--- src/rtl/mmap_dec_pkg.sv ---
package mmap_dec_pkg;

    // Upper address slice carried into the block: A15..A10
    localparam int ADDR_HI_W = 6;
    localparam int DIGIT_W   = 4;

    // Region digits that the first stage must recognise
    localparam logic [DIGIT_W-1:0] DIGIT_ROM  = 4'h0;
    localparam logic [DIGIT_W-1:0] DIGIT_PAGE = 4'h3;
    localparam logic [DIGIT_W-1:0] DIGIT_RAM  = 4'h4;

    // Line order on the first-stage bus
    localparam int LINE_ROM  = 0;
    localparam int LINE_PAGE = 1;
    localparam int LINE_RAM  = 2;
    localparam int NUM_LINES = 3;

    // Strap bit positions
    localparam int LINK_ROM  = 0;
    localparam int LINK_RAM  = 1;
    localparam int NUM_LINKS = 2;

    typedef struct packed {
        logic rom_n;
        logic kbd_n;
        logic vid_n;
        logic ram_n;
    } sel_t;

    typedef struct packed {
        logic mem_buf_n;
        logic dbin_n;
        logic dbout_n;
    } steer_t;

    function automatic logic [DIGIT_W-1:0] top_digit(input logic [ADDR_HI_W-1:0] a);
        return a[ADDR_HI_W-1 -: DIGIT_W];
    endfunction

    function automatic logic any_selected(input sel_t s);
        return !(s.rom_n & s.kbd_n & s.vid_n & s.ram_n);
    endfunction

endpackage

--- src/rtl/region_decoder.sv ---
module region_decoder
    import mmap_dec_pkg::*;
#(
    parameter int                     N      = NUM_LINES,
    parameter logic [N*DIGIT_W-1:0]   DIGITS = {DIGIT_RAM, DIGIT_PAGE, DIGIT_ROM}
) (
    input  logic                 clk,
    input  logic                 rst,
    input  logic [ADDR_HI_W-1:0] addr_hi,
    input  logic                 mem_n,
    output logic [N-1:0]         line_n
);

    logic stage_en;
    assign stage_en = !mem_n && !addr_hi[ADDR_HI_W-1];

    for (genvar i = 0; i < N; i++) begin : g_line
        assign line_n[i] = !(stage_en && (top_digit(addr_hi) == DIGITS[i*DIGIT_W +: DIGIT_W]));

        // a region line is only active inside a memory cycle
        a_r1_line_needs_strobe: assert property (@(posedge clk) disable iff (rst)
            !line_n[i] |-> !mem_n);
    end

    // the first-stage lines are mutually exclusive
    a_r6_lines_exclusive: assert property (@(posedge clk) disable iff (rst)
        $countones(~line_n) <= 1);

endmodule

--- src/rtl/link_bank.sv ---
module link_bank #(
    parameter int           N    = 2,
    parameter logic [N-1:0] MASK = '1
) (
    input  logic [N-1:0] in_n,
    output logic [N-1:0] out_n
);

    for (genvar i = 0; i < N; i++) begin : g_link
        if (MASK[i]) begin : g_made
            assign out_n[i] = in_n[i];
        end else begin : g_cut
            // a broken strap floats to the pull-up level
            assign out_n[i] = 1'b1;
        end
    end

endmodule

--- src/rtl/page_split.sv ---
module page_split (
    input  logic clk,
    input  logic rst,
    input  logic page_n,
    input  logic a11,
    input  logic a10,
    output logic kbd_n,
    output logic vid_n
);

    logic upper_half;
    assign upper_half = !page_n && a11;

    assign kbd_n = !(upper_half && !a10);
    assign vid_n = !(upper_half &&  a10);

    // keyboard and video windows never overlap
    a_r4_kbd_vid_apart: assert property (@(posedge clk) disable iff (rst)
        !(!kbd_n && !vid_n));

    // keyboard only inside the page-3 line
    a_r3_kbd_in_page: assert property (@(posedge clk) disable iff (rst)
        !kbd_n |-> !page_n);

endmodule

--- src/rtl/bus_steer.sv ---
module bus_steer
    import mmap_dec_pkg::*;
(
    input  logic   clk,
    input  logic   rst,
    input  sel_t   sel,
    input  logic   mem_n,
    input  logic   rd_n,
    output steer_t steer
);

    logic hit;
    logic store_hit;

    assign hit       = any_selected(sel);
    assign store_hit = !sel.rom_n || !sel.ram_n;

    always_comb begin
        steer.mem_buf_n = !(!rd_n && store_hit);
        steer.dbin_n    = !(!mem_n && !rd_n && hit);
        steer.dbout_n   = !(!mem_n &&  rd_n && hit);
    end

    // the two direction enables are exclusive
    a_r10_dir_exclusive: assert property (@(posedge clk) disable iff (rst)
        !(!steer.dbin_n && !steer.dbout_n));

    // buffer enable only during a read
    a_r8_buf_on_read: assert property (@(posedge clk) disable iff (rst)
        !steer.mem_buf_n |-> !rd_n);

    // input direction needs a live strobe
    a_r9_dbin_needs_strobe: assert property (@(posedge clk) disable iff (rst)
        !steer.dbin_n |-> (!mem_n && !rd_n));

endmodule

--- src/rtl/mmap_decoder.sv ---
module mmap_decoder
    import mmap_dec_pkg::*;
#(
    parameter logic [NUM_LINKS-1:0] LINK_MASK = 2'b11
) (
    input  logic                 clk,
    input  logic                 rst,
    input  logic [ADDR_HI_W-1:0] addr_hi,
    input  logic                 mem_n,
    input  logic                 rd_n,
    output logic                 rom_sel_n,
    output logic                 kbd_sel_n,
    output logic                 vid_sel_n,
    output logic                 ram_sel_n,
    output logic                 mem_buf_n,
    output logic                 dbin_n,
    output logic                 dbout_n
);

    logic [NUM_LINES-1:0] line_n;
    logic [NUM_LINKS-1:0] strap_in_n;
    logic [NUM_LINKS-1:0] strap_out_n;
    logic                 kbd_n;
    logic                 vid_n;
    sel_t                 sel;
    steer_t               steer;

    region_decoder #(
        .N      (NUM_LINES),
        .DIGITS ({DIGIT_RAM, DIGIT_PAGE, DIGIT_ROM})
    ) u_region (
        .clk     (clk),
        .rst     (rst),
        .addr_hi (addr_hi),
        .mem_n   (mem_n),
        .line_n  (line_n)
    );

    always_comb begin
        strap_in_n           = '1;
        strap_in_n[LINK_ROM] = line_n[LINE_ROM];
        strap_in_n[LINK_RAM] = line_n[LINE_RAM];
    end

    link_bank #(
        .N    (NUM_LINKS),
        .MASK (LINK_MASK)
    ) u_links (
        .in_n  (strap_in_n),
        .out_n (strap_out_n)
    );

    page_split u_page (
        .clk    (clk),
        .rst    (rst),
        .page_n (line_n[LINE_PAGE]),
        .a11    (addr_hi[1]),
        .a10    (addr_hi[0]),
        .kbd_n  (kbd_n),
        .vid_n  (vid_n)
    );

    always_comb begin
        sel.rom_n = strap_out_n[LINK_ROM];
        sel.kbd_n = kbd_n;
        sel.vid_n = vid_n;
        sel.ram_n = strap_out_n[LINK_RAM];
    end

    bus_steer u_steer (
        .clk   (clk),
        .rst   (rst),
        .sel   (sel),
        .mem_n (mem_n),
        .rd_n  (rd_n),
        .steer (steer)
    );

    assign rom_sel_n = sel.rom_n;
    assign kbd_sel_n = sel.kbd_n;
    assign vid_sel_n = sel.vid_n;
    assign ram_sel_n = sel.ram_n;
    assign mem_buf_n = steer.mem_buf_n;
    assign dbin_n    = steer.dbin_n;
    assign dbout_n   = steer.dbout_n;

    // outside the decoded space everything idles high
    a_r1_idle_quiet: assert property (@(posedge clk) disable iff (rst)
        (mem_n || addr_hi[ADDR_HI_W-1]) |->
        (&{rom_sel_n, kbd_sel_n, vid_sel_n, ram_sel_n, mem_buf_n, dbin_n, dbout_n}));

    // at most one select at the pins
    a_r6_one_select: assert property (@(posedge clk) disable iff (rst)
        $countones(~{rom_sel_n, kbd_sel_n, vid_sel_n, ram_sel_n}) <= 1);

    // ROM select tracks digit 0
    a_r2_rom_digit: assert property (@(posedge clk) disable iff (rst)
        !rom_sel_n |-> (addr_hi[5:2] == DIGIT_ROM));

    // RAM select tracks digit 4
    a_r5_ram_digit: assert property (@(posedge clk) disable iff (rst)
        !ram_sel_n |-> (addr_hi[5:2] == DIGIT_RAM));

endmodule

--- config.mk ---
export PLATFORM = sky130hd
export DESIGN_NAME = mmap_decoder
export DESIGN_NICKNAME = d
export VERILOG_FILES = /design/src/rtl/mmap_dec_pkg.sv /design/src/rtl/region_decoder.sv /design/src/rtl/link_bank.sv /design/src/rtl/page_split.sv /design/src/rtl/bus_steer.sv /design/src/rtl/mmap_decoder.sv
export SDC_FILE = /design/constraint.sdc
export NUM_CORES = 1
export LEC_CHECK = 0
export BUFFER_PORTS_ARGS = -buffer_cell sky130_fd_sc_hd__buf_2
export CAP_MARGIN = 30
export CORE_AREA = 4 4 41 43
export DETAILED_ROUTE_END_ITERATION = 8
export DIE_AREA = 0 0 45 47
export MAX_ROUTING_LAYER = met4
export SETUP_SLACK_MARGIN = 0.5
export SYNTH_ARGS = -nofsm -noshare
export SYNTH_HDL_FRONTEND = slang
export SYNTH_SLANG_ARGS = --single-unit
--- constraint.sdc ---
create_clock -name vclk -period 0.8
set_clock_uncertainty 0.05 [all_clocks]
set_input_delay 0.08 -clock vclk [all_inputs]
set_output_delay 0.08 -clock vclk [all_outputs]
set_load 0.005 [all_outputs]
==> metrics.cfg, run 1 <==
[sta]
tns_ps = -341
setup_violations = 7
worst_pin_slew_ps = 250
fmax_mhz = 1150
worst_slack_ps = -69.7
hold_viol_final = 0
min_period_ps = 870
slew_headroom = 0.832
fin_crit_sh = 1.09
maxSlewViolCount = 0
rsz0062_at_grt = yes
whs_ps = 373

[final_layout]
areaGrowthSynthToFinish_pct = 177
n_fill_cell = 152
final_common_cell = buf_2
final_cells = 43
utilization = 0.170
multi_input_area_um2 = 93.8
layout-drive-gt1-share = 0.679
fin_area_um2 = 221
final-seq-area_um2 = 0
nets = 40
clkbuf_count = 0
design.seq.count = 0
diodes = 0
final_cell_mix = buf_2 (12), nor2_1 (2), nand2b_1 (2), buf_8 (2)

[floorplanning]
dieHeight_um = 47
die-area_mm2 = 0.00212
initial_core_util = 0.0615
rows = 13
fp.coreArea_mm2 = 0.00130
ioPinCount = 17
chipWidth_um = 45

[global_route]
met3_usage = 0
antenna_found_initial = 0
top_usage_layer = met1
grt_pass1_wl_um = 600
grt_pass1_vias = 137
grt_remaining_overflow = 0
grt_use_met2 = 0.0508
track_usage = 0.0374
grt_max_degree = 5
grt.met1_usage = 0.0629

[min_path]
min_path_type = primary input to output pin
min_from = addr_hi[0]

[power]
vdd_drop_max_mv = 0.124
cellPowerDensity_mw_per_mm2 = 336
totalPowerFinal_uw = 74.5
power_leakage_nw = 0.0770

[yosys]
yosys-top-cells-area = and4b_4 (17%), nand2b_1 (16%), nor4_2 (16%)
syn_nets = 22
syn_area_per_cell_um2 = 6.67
yosys.area.top_type = and4b_4
syn_area_um2 = 80.1
synth_top_area_frac = 0.172
seq_area_frac_synth = 0
yosysWarnings = 0
synth_cell_types = 10
synthCells = 12

[placement]
dpl-instance-area_um2 = 190
dpl_worst_slack_ps = -89.3
io_buffers = 15
routabilityCongestion = 0.707
dp.cells = 43

[critical_path]
path_cells = buf_6, and4b_4, o211ai_1, buf_2
cp_top_family = simple AND/OR/NAND/NOR gates
path_max_fanout = 4
cp.required_ps = 670
start_kind = primary input
crit_buf_inv = 2
cpPeakStageDelay_ps = 340
startpoint = addr_hi[4]
crit_type = primary input to output pin
worstPathArrival_ps = 740
crit_slowest_cell = and4b_4
critPathCaptureType = output pin

[clock_network]
hold_buffers = 0

[detailed_routing]
drtPass1Iterations = 4
num_vias = 168
wl_per_cell_um = 9.28
via_per_inst = 3.91
drc = 0
ant_nets = 0
drt_wl_total_um = 399
drt_iter0_drc = 7

[status]
failed_checks = setup timing
status = finished with violations

[flow_run]
max_cap_viol_count = 0

[metal layers]
layer	wire, um	share of wire
met3	92	0.23
met4	0	0
met5	0	0
met2	122	0.31
met1	184	0.46
[synthesized netlist by cell type]
cell type	instances
o21ai_0	1
o211ai_1	1
nand2_1	1
nor4_2	1
nand3b_1	1
nand3_1	1
and4b_4	1
nor2_1	2
nor3_1	1
nand2b_1	2
[final timing paths]
check                        to  slack, ps  cells past startpoint
worst max-delay path    dbout_n        -70                      4
worst min-delay path  vid_sel_n        370                      3
[final cells by class]
type	count	area share
tap	15	0.0847
multi-input combinational	12	0.424
timing repair buffer	16	0.492
[cell families after synthesis]
family,Yosys count,synth area share
AND/OR/NAND/NOR,10,0.844
AO/OA/AOI/OAI,2,0.156
[repair_timing]
action,CTS,global route
hold endpoints to repair,0,0
resized for setup,6,2
setup endpoints to repair,7,7
buffers inserted,0,0
pin swaps,3,4
[where the power goes]
group	internal (mW)	switching (mW)	total, mW
Clock	0	0	0
Combinational	0.0438	0.0307	0.0745
Sequential	0	0	0
(Power assumes the default switching activity.)
==> run 2: changes to the inputs <==
- SETUP_SLACK_MARGIN: 0.5 -> unset
==> run 2 against run 1 <==
The run still ends with setup timing left. Largest power group unchanged. Via count is 3.6% lower. Die area did not move. Critical path type unchanged. Utilization increased by 1.3 points. Routed wire length is 12% higher. First-iteration DRC count decreased by 100%. Non-clock buffer count rose by 1. Worst hold slack about the same. Global-route usage rose by 0.65 points.
==> metrics.cfg, run 2 (synthesized netlist as in run 1, its figures left out) <==
[critical_path]
crit_type = primary input to output pin
path_cells = buf_8, nor4_4, buf_4, nand2b_1, buf_2
path_max_fanout = 3
worstPathArrival_ps = 770
start_kind = primary input
startpoint = addr_hi[3]
critPathCaptureType = output pin
crit_slowest_cell = nor4_4
cp.required_ps = 670
cpPeakStageDelay_ps = 250

[global_route]
grt_remaining_overflow = 0
grt_max_degree = 5
antenna_found_initial = 0
grt_pass1_vias = 160
grt_pass1_wl_um = 696
track_usage = 0.0439

[power]
vdd_drop_max_mv = 0.0875
power.internal_uw = 46.4
swShare = 0.418
cellPowerDensity_mw_per_mm2 = 334
p_seq_frac = 0
totalPowerFinal_uw = 79.7
clkPwrFrac = 0
switchingPower_uw = 33.3
combPwrFrac = 1.000
power_leakage_nw = 0.0901

[detailed_routing]
wl_per_cell_um = 10.1
drt_wl_total_um = 445
ant_nets = 0
num_vias = 162
drt_iter0_drc = 0
via_per_inst = 3.68
drc = 0
drtPass1Iterations = 1

[sta]
hold_viol_final = 0
worst_pin_slew_ps = 231
rsz0062_at_grt = yes
fin_crit_sh = 1.13
worst_slack_ps = -103
min_period_ps = 903
setup_violations = 7
fmax_mhz = 1110
slew_headroom = 0.845
maxSlewViolCount = 0

[final_layout]
layout-drive-gt1-share = 0.724
final-seq-area_um2 = 0
nets = 41
final_cell_mix = buf_2 (11), buf_6 (3), nor2_1 (2), buf_4 (2)
clkbuf_count = 0
n_fill_cell = 159
design.seq.count = 0
final_common_cell = buf_2
areaGrowthSynthToFinish_pct = 198
diodes = 0

[floorplanning]
initial_core_util = 0.0615
die-area_mm2 = 0.00212
fp.coreArea_mm2 = 0.00130
rows = 13
ioPinCount = 17
chipWidth_um = 45
dieHeight_um = 47

[min_path]
min_path_type = primary input to output pin
min_from = addr_hi[0]
min_to = vid_sel_n
min_path_cells = 3

[placement]
io_buffers = 15
routabilityCongestion = 0.707
dpl_worst_slack_ps = -121
hpwl_um = 353

[status]
failed_checks = setup timing
status = finished with violations

[clock_network]
hold_buffers = 0
postCtsSetupRepairBufs = 0

[flow_run]
max_cap_viol_count = 0

==> run 2: cell count changes in the layout (fill, tap and decap cells not counted), sizes merged <==
cell	before	now
buf	16	17
==> run 2: cell type report <==
| class | instances | area (um2) | share of cell area |
|---|---|---|---|
| well taps | 15 | 18.8 | 0.0785 |
| multi-input cells | 12 | 101 | 0.424 |
| repair buffers | 17 | 119 | 0.497 |
==> run 2: worst max-delay path: cells and delay by family <==
family	cells	cell delay, ps
AND/OR/NAND/NOR	2	300
buffers and inverters	3	390
==> run 2: repair_timing <==
| action | 4_1_cts | 5_1_grt |
|---|---|---|
| gates resized for setup | 6 | 4 |
| endpoints found under the setup margin | 7 | 7 |
| pin swaps | 5 | 1 |
==> run 2: per-layer routing <==
layer	global-route usage	wire [um]	up-vias	part of all wire
li1	-	-	80	-
met1	0.0652	202	67	0.45
met2	0.0678	157	15	0.35
met3	0.00383	85	0	0.19
met4	0	0	0	0
met5	-	0	-	0
==> run 2: power groups by stage <==
stage	combinational (mW)	clock [mW]	sequential, mW
floorplan	0.0160	0	0
global placement	0.0562	0	0
detailed placement	0.0572	0	0
CTS	0.0682	0	0
global route	0.0857	0	0
finish	0.0797	0	0
==> run 2: worst max-delay path by stage <==
stage | slack [ps] | end
final | -100 | mem_buf_n
after global routing | -150 | mem_buf_n
after detailed placement | -120 | rom_sel_n
after global placement | -110 | mem_buf_n
after CTS | -100 | rom_sel_n
after floorplan | 170 | dbout_n
==> run 2: per-stage QoR <==
step                      area (um2)  instances  hold WS [ps]  TNS, ps   util
after global placement           189         44           370     -579  0.145
after global routing             239         44           391     -768  0.184
after detailed placement         189         44           372     -598  0.145
final                            239         44           373     -465  0.184
after floorplan                 80.1         12           151        0      -
after CTS                        213         44           376     -448  0.163
==> run 3: changes to the inputs <==
- PLACE_DENSITY: unset -> 0.3
- SLEW_MARGIN: unset -> 30
==> run 3 against run 2 <==
The run still ends with setup timing left. First-iteration DRC count is 7 higher. Combinational power is 2.9% lower. Worst setup slack better by 27 ps. Worst hold slack better by 7.3 ps. Critical path depth is 1 lower. Final area is 5.8% lower. Sequential share of layout area stayed put. Routed wire length is 10% higher. Count of clock-buffer cells in the layout stayed put. Highest routed layer unchanged.
==> metrics.cfg, run 3 (synthesized netlist as in run 1, its figures left out) <==
[final_layout]
layout-drive-gt1-share = 0.714
fin_area_um2 = 225
utilization = 0.173
final-seq-area_um2 = 0
final_cell_mix = buf_2 (12), nor2_1 (2), nand2b_1 (2), buf_8 (2)
areaGrowthSynthToFinish_pct = 181
final_cells = 43
final_common_cell = buf_2
nets = 40
design.seq.count = 0
diodes = 0
clkbuf_count = 0

[sta]
worst_pin_slew_ps = 255
setup_violations = 7
maxSlewViolCount = 0
whs_ps = 381
slew_headroom = 0.829
worst_slack_ps = -76.0
hold_viol_final = 0
fin_crit_sh = 1.10
min_period_ps = 876
fmax_mhz = 1140
rsz0062_at_grt = yes

[critical_path]
crit_type = primary input to output pin
critPathCaptureType = output pin
path_max_fanout = 4
start_kind = primary input
worstPathArrival_ps = 750
crit_slowest_cell = and4b_4
path_cells = buf_6, and4b_4, o211ai_1, buf_2
cpPeakStageDelay_ps = 340
cp.required_ps = 670

[detailed_routing]
drt_wl_total_um = 490
drc = 0
drtPass1Iterations = 4
wl_per_cell_um = 11.4
ant_nets = 0
via_per_inst = 3.72
num_vias = 160
drt_iter0_drc = 7

[floorplanning]
dieHeight_um = 47
initial_core_util = 0.0615
ioPinCount = 17
fp.coreArea_mm2 = 0.00130
die-area_mm2 = 0.00212
rows = 13
chipWidth_um = 45

[placement]
io_buffers = 15
dpl-instance-area_um2 = 181
routabilityCongestion = 0.655
dp.cells = 43

[status]
status = finished with violations
failed_checks = setup timing

[global_route]
grt_remaining_overflow = 0
met3_usage = 0.0153
grt_pass1_wl_um = 807
antenna_found_initial = 0
track_usage = 0.0504
grt_use_met2 = 0.0678
grt.met1_usage = 0.0764
grt_pass1_vias = 182
top_usage_layer = met1
grt_max_degree = 5

[min_path]
min_path_cells = 4
min_path_type = primary input to output pin

[power]
cellPowerDensity_mw_per_mm2 = 344
power_leakage_nw = 0.0773
vdd_drop_max_mv = 0.0934
totalPowerFinal_uw = 77.4

[flow_run]
max_cap_viol_count = 0

## run 3: path summary, 6_finish.rpt
check | start | endpoint | slack (ps)
worst max-delay path | addr_hi[4] | dbout_n | -80
worst min-delay path | mem_n | dbin_n | 380
## run 3: power by group
group	total (mW)	internal (mW)	leakage, nW	switching (mW)
Combinational	0.0774	0.0443	0.0773	0.0331
Clock	0	0	0	0
Sequential	0	0	0	0
## run 3: repair_timing
action	CTS	global route
endpoints found under the hold margin	0	0
hold buffers	0	0
pin swaps	4	3
gates resized for setup	8	3
setup buffers	0	0
endpoints found under the setup margin	7	7
cloned	0	0
## run 3: layout make-up
class / instances / area, um2
Multi-Input combinational cell: 12 / 97.6
Tap cell: 15 / 18.8
Fill cell: 159 / 1080
Timing Repair Buffer: 16 / 109
## run 3: metal layers
metal	vias to the layer above	part of all wire
met5	-	0
met4	0	0
met3	0	0.17
met2	14	0.32
met1	67	0.50
li1	79	-
## run 3: through the flow
step	setup TNS, ps	setup WS, ps
after floorplan	0	170
after global placement	-717	-170
after detailed placement	-674	-139
after CTS	-329	-59.6
after global routing	-692	-141
final	-321	-76.0
## run 3: worst max-delay path: cells and delay by family
family	cells	cell delay (ps)
AOI/OAI and AO/OA	1	90
buffers and inverters	2	230
and+or+nand+nor	1	340
